===== config.mk =====
export PLATFORM = sky130hd
export DESIGN_NAME = pmp_perm_resolve
export DESIGN_NICKNAME = d
export VERILOG_FILES = /design/src/rtl/pmp_chk_pkg.sv /design/src/rtl/pmp_perm_resolve.sv
export SDC_FILE = /design/constraint.sdc
export NUM_CORES = 1
export LEC_CHECK = 0
export ABC_AREA = 0
export BUFFER_PORTS_ARGS = -buffer_cell sky130_fd_sc_hd__clkbuf_2
export CAP_MARGIN = 30
export CORE_AREA = 5 5 42 44
export DETAILED_ROUTE_END_ITERATION = 12
export DIE_AREA = 0 0 47 49
export PLACE_DENSITY = 0.3
export SYNTH_ARGS = -nofsm -noshare
export SYNTH_HDL_FRONTEND = slang
export SYNTH_SLANG_ARGS = --single-unit

===== constraint.sdc =====
create_clock -name vclk -period 1.92
set_clock_uncertainty 0.1 [all_clocks]
set_input_delay 0.288 -clock vclk [all_inputs]
set_output_delay 0.288 -clock vclk [all_outputs]
set_load 0.01 [all_outputs]

===== src/rtl/pmp_chk_pkg.sv =====
// Package: shared constants for the protection checker.
// Assumes: configuration byte keeps permissions in [2:0] and lock in [7].
package pmp_chk_pkg;
    localparam logic [1:0] MODE_MACHINE = 2'd3;
    localparam int unsigned CFG_LOCK_BIT = 7;
    localparam logic [2:0] PERM_ALL = 3'b111;
    localparam logic [2:0] PERM_NONE = 3'b000;
endpackage


===== src/rtl/pmp_perm_resolve.sv =====
// Module: turns the picked region and mode into a permission set and grant.
// Assumes: cfg is the configuration byte of the picked region (don't care
// when any_hit is 0).
module pmp_perm_resolve (
    input  logic       clk,
    input  logic       rst_n,
    input  logic       any_hit,
    input  logic       partial,
    input  logic [7:0] cfg,
    input  logic [1:0] mode,
    input  logic [2:0] need,
    output logic       grant,
    output logic [2:0] perm
);
    import pmp_chk_pkg::*;

    logic is_mach;
    logic locked;

    assign is_mach = (mode == MODE_MACHINE);
    assign locked  = cfg[CFG_LOCK_BIT];

    // Choose the applicable permissions, then test the requested ones.
    always_comb begin
        if (!any_hit) begin
            perm = is_mach ? PERM_ALL : PERM_NONE;
        end else if (partial) begin
            perm = PERM_NONE;
        end else if (is_mach && !locked) begin
            perm = PERM_ALL;
        end else begin
            perm = cfg[2:0];
        end
        grant = ((need & ~perm) == 3'b000) && !(any_hit && partial) &&
                (any_hit || is_mach);
    end


    straddle_denied_chk: assert property (@(posedge clk) disable iff (!rst_n)
        (any_hit && partial) |-> (!grant && perm == 3'b000));


    grant_subset_chk: assert property (@(posedge clk) disable iff (!rst_n)
        grant |-> ((need & ~perm) == 3'b000));


    nomatch_user_fail_chk: assert property (@(posedge clk) disable iff (!rst_n)
        (!any_hit && mode != 2'd3) |-> !grant);


    nomatch_mach_pass_chk: assert property (@(posedge clk) disable iff (!rst_n)
        (!any_hit && mode == 2'd3) |-> (grant && perm == 3'b111));


    locked_bits_chk: assert property (@(posedge clk) disable iff (!rst_n)
        (any_hit && !partial && cfg[7]) |-> (perm == cfg[2:0]));
endmodule


==> qor.csv <==
stage;metric;value;unit
worst_hold_path;hold_class;input pin to output pin;
finish;areaGrowthSynthToFinish;117.1;%
yosys;synth-seq-area-share;0;%
route;drtIter0Drc;2;
placed_design;port_buffers;15;
floorplan;die_x;47;um
route;wirelength;437;um
yosys;synthMuxAreaShare;0;%
floorplan;num_rows;14;
route;antenna_left;0;
route;dr.pass1.iters;4;
status;status;completed;
sta;period_share;95.59;%
route;vias;159;
floorplan;die_area;2303;um^2
power_and_ir_drop;internal-power;21.15;uW
yosys;synthXorXnorAreaFrac;0;%
floorplan;core;1401;um^2
grt;grt_antenna_before_repair;0;
floorplan;initial_utilization;6.250;%
power_and_ir_drop;p_seq_share;0;%
sta;rsz0062_at_grt;no;
worst_hold_path;hold_depth;4;
route;drc_errors;0;
grt;grt_pass1_wl;738;um
yosys;netlist_instances;13;
worst_setup_path;critical_path_class;input pin to output pin;
floorplan;die_h;49;um
sta;min_period;1.835;ns
worst_setup_path;cp-end-kind;output pin;
grt;grt_max_degree;6;
worst_setup_path;path_max_fanout;4;
yosys;syn_nets;30;
sta;hold_violations;0;
yosys;synthAdderAreaFrac;0;%
yosys;synth_compound_area_share;30.00;%
sta;whs;0.8551;ns
sta;drv_slew;0;
finish;final_common_cell;clkbuf_2;
grt;track_usage;3.860;%
worst_setup_path;cp.arrival;1.45;ns
sta;setup-tns-final;0;ns
route;post_drt_wl_per_cell;9.711;um
finish;diodes;0;
sta;fmax;544.9;MHz
yosys;synth.distinct_cells;9;
power_and_ir_drop;p_sw;18.42;uW
yosys;synth_simple_gate_area_share;61.43;%
clocking;post_cts_buffers;0;
power_and_ir_drop;ir_worst_vdd;60.16;uV
worst_setup_path;cp-start-kind;input pin;
finish;fin_nets;48;
yosys;avgSynthCellArea;6.737;um^2
route;vias_per_cell;3.533;
grt;overflow;0;
floorplan;io_pins;21;
finish;seq_cell_count;0;
finish;drive_gt1_share;62.07;%
finish;final_cell_mix;clkbuf_2 (15), nand2_1 (2), nand3b_1 (2), o211ai_1 (2), inv_1 (2);
finish;seqCellArea;0;um^2
finish;n_clock_buffer;0;
finish;fill_cells;171;
clocking;cts_resized;0;
clocking;cts_hold_buf;0;
power_and_ir_drop;power_frac_clock;0;%
power_and_ir_drop;p_comb_share;100.0;%
worst_setup_path;critical_path_required;1.53;ns
power_and_ir_drop;power.share.switching;46.55;%
sta;setup_viol;0;
yosys;yosysWarnings;0;
grt;grt_pass1_vias;157;
sta;worst_slew_pin_slew;0.2240;ns
power_and_ir_drop;p_per_area;208.1;nW/um^2
flow_run;maxCapViolations;0;
power_and_ir_drop;p_leak;0.1092;nW
placed_design;gp_congestion;0.6436;
yosys;netlist_area;87.58;um^2
sta;worst_slew_margin_rel;85.00;%
yosys;synth_top_family_by_area;simple AND/OR/NAND/NOR gates;
-- per-stage QoR --
stage	instances	instance area, um^2	total power [mW]	worst slack (ns)	util, %
2_1_floorplan	13	87.58	0.01675	0.2274	-
3_3_place_gp	45	190.2	0.04078	0.05374	13.57
3_5_place_dp	45	190.2	0.03979	0.08344	13.57
4_1_cts	45	190.2	0.03986	0.08203	13.57
5_1_grt	45	190.2	0.04430	0.01367	13.57
6_report	45	190.2	0.03957	0.08471	13.57
-- synthesized netlist by cell type --
cell | n | area share, %
inv_1 | 2 | 8.6
nand2_1 | 2 | 8.6
nand3_1 | 1 | 5.7
nand3b_1 | 2 | 17
nand4_1 | 1 | 7.1
o211ai_1 | 2 | 17
o221a_2 | 1 | 13
or3b_2 | 1 | 10
or4bb_1 | 1 | 13
-- routing by layer --
metal	up-vias	share of wire, %	global-route usage [%]
met1	60	62	7.609
met5	-	0	0
met4	0	0	0
li1	84	-	-
met3	0	20	1.845
met2	15	18	3.394
-- cell families (layout without fill, tap and decap cells) --
| group | Yosys count | count (layout) |
|---|---|---|
| AO/OA/AOI/OAI | 3 | 3 |
| buffers and inverters | 2 | 18 |
| AND/OR/NAND/NOR | 8 | 8 |
-- power groups by stage --
stage               clock network (mW)  logic, mW  registers [mW]
floorplan                            0     0.0168               0
global placement                     0     0.0408               0
detailed placement                   0     0.0398               0
CTS                                  0     0.0399               0
global route                         0     0.0443               0
finish                               0     0.0396               0
-- final cells by class --
cell class / instances / area [um^2] / share of cell area (%)
timing repair buffer: 16 / 82.58 / 43.42
tap: 16 / 20.02 / 10.53
inverter: 2 / 7.507 / 3.947
multi-input combinational: 11 / 80.08 / 42.11
-- worst max-delay path: stages --
cell and delay [ns]:
clkbuf_2 0.09, or4bb_1 0.57, o211ai_1 0.15, o221a_2 0.23, clkbuf_2 0.12
-- final timing paths --
| kind | end | startpoint |
|---|---|---|
| min | perm[1] | cfg[1] |
| max | grant | partial |
Power figures use the tool's default switching activity.
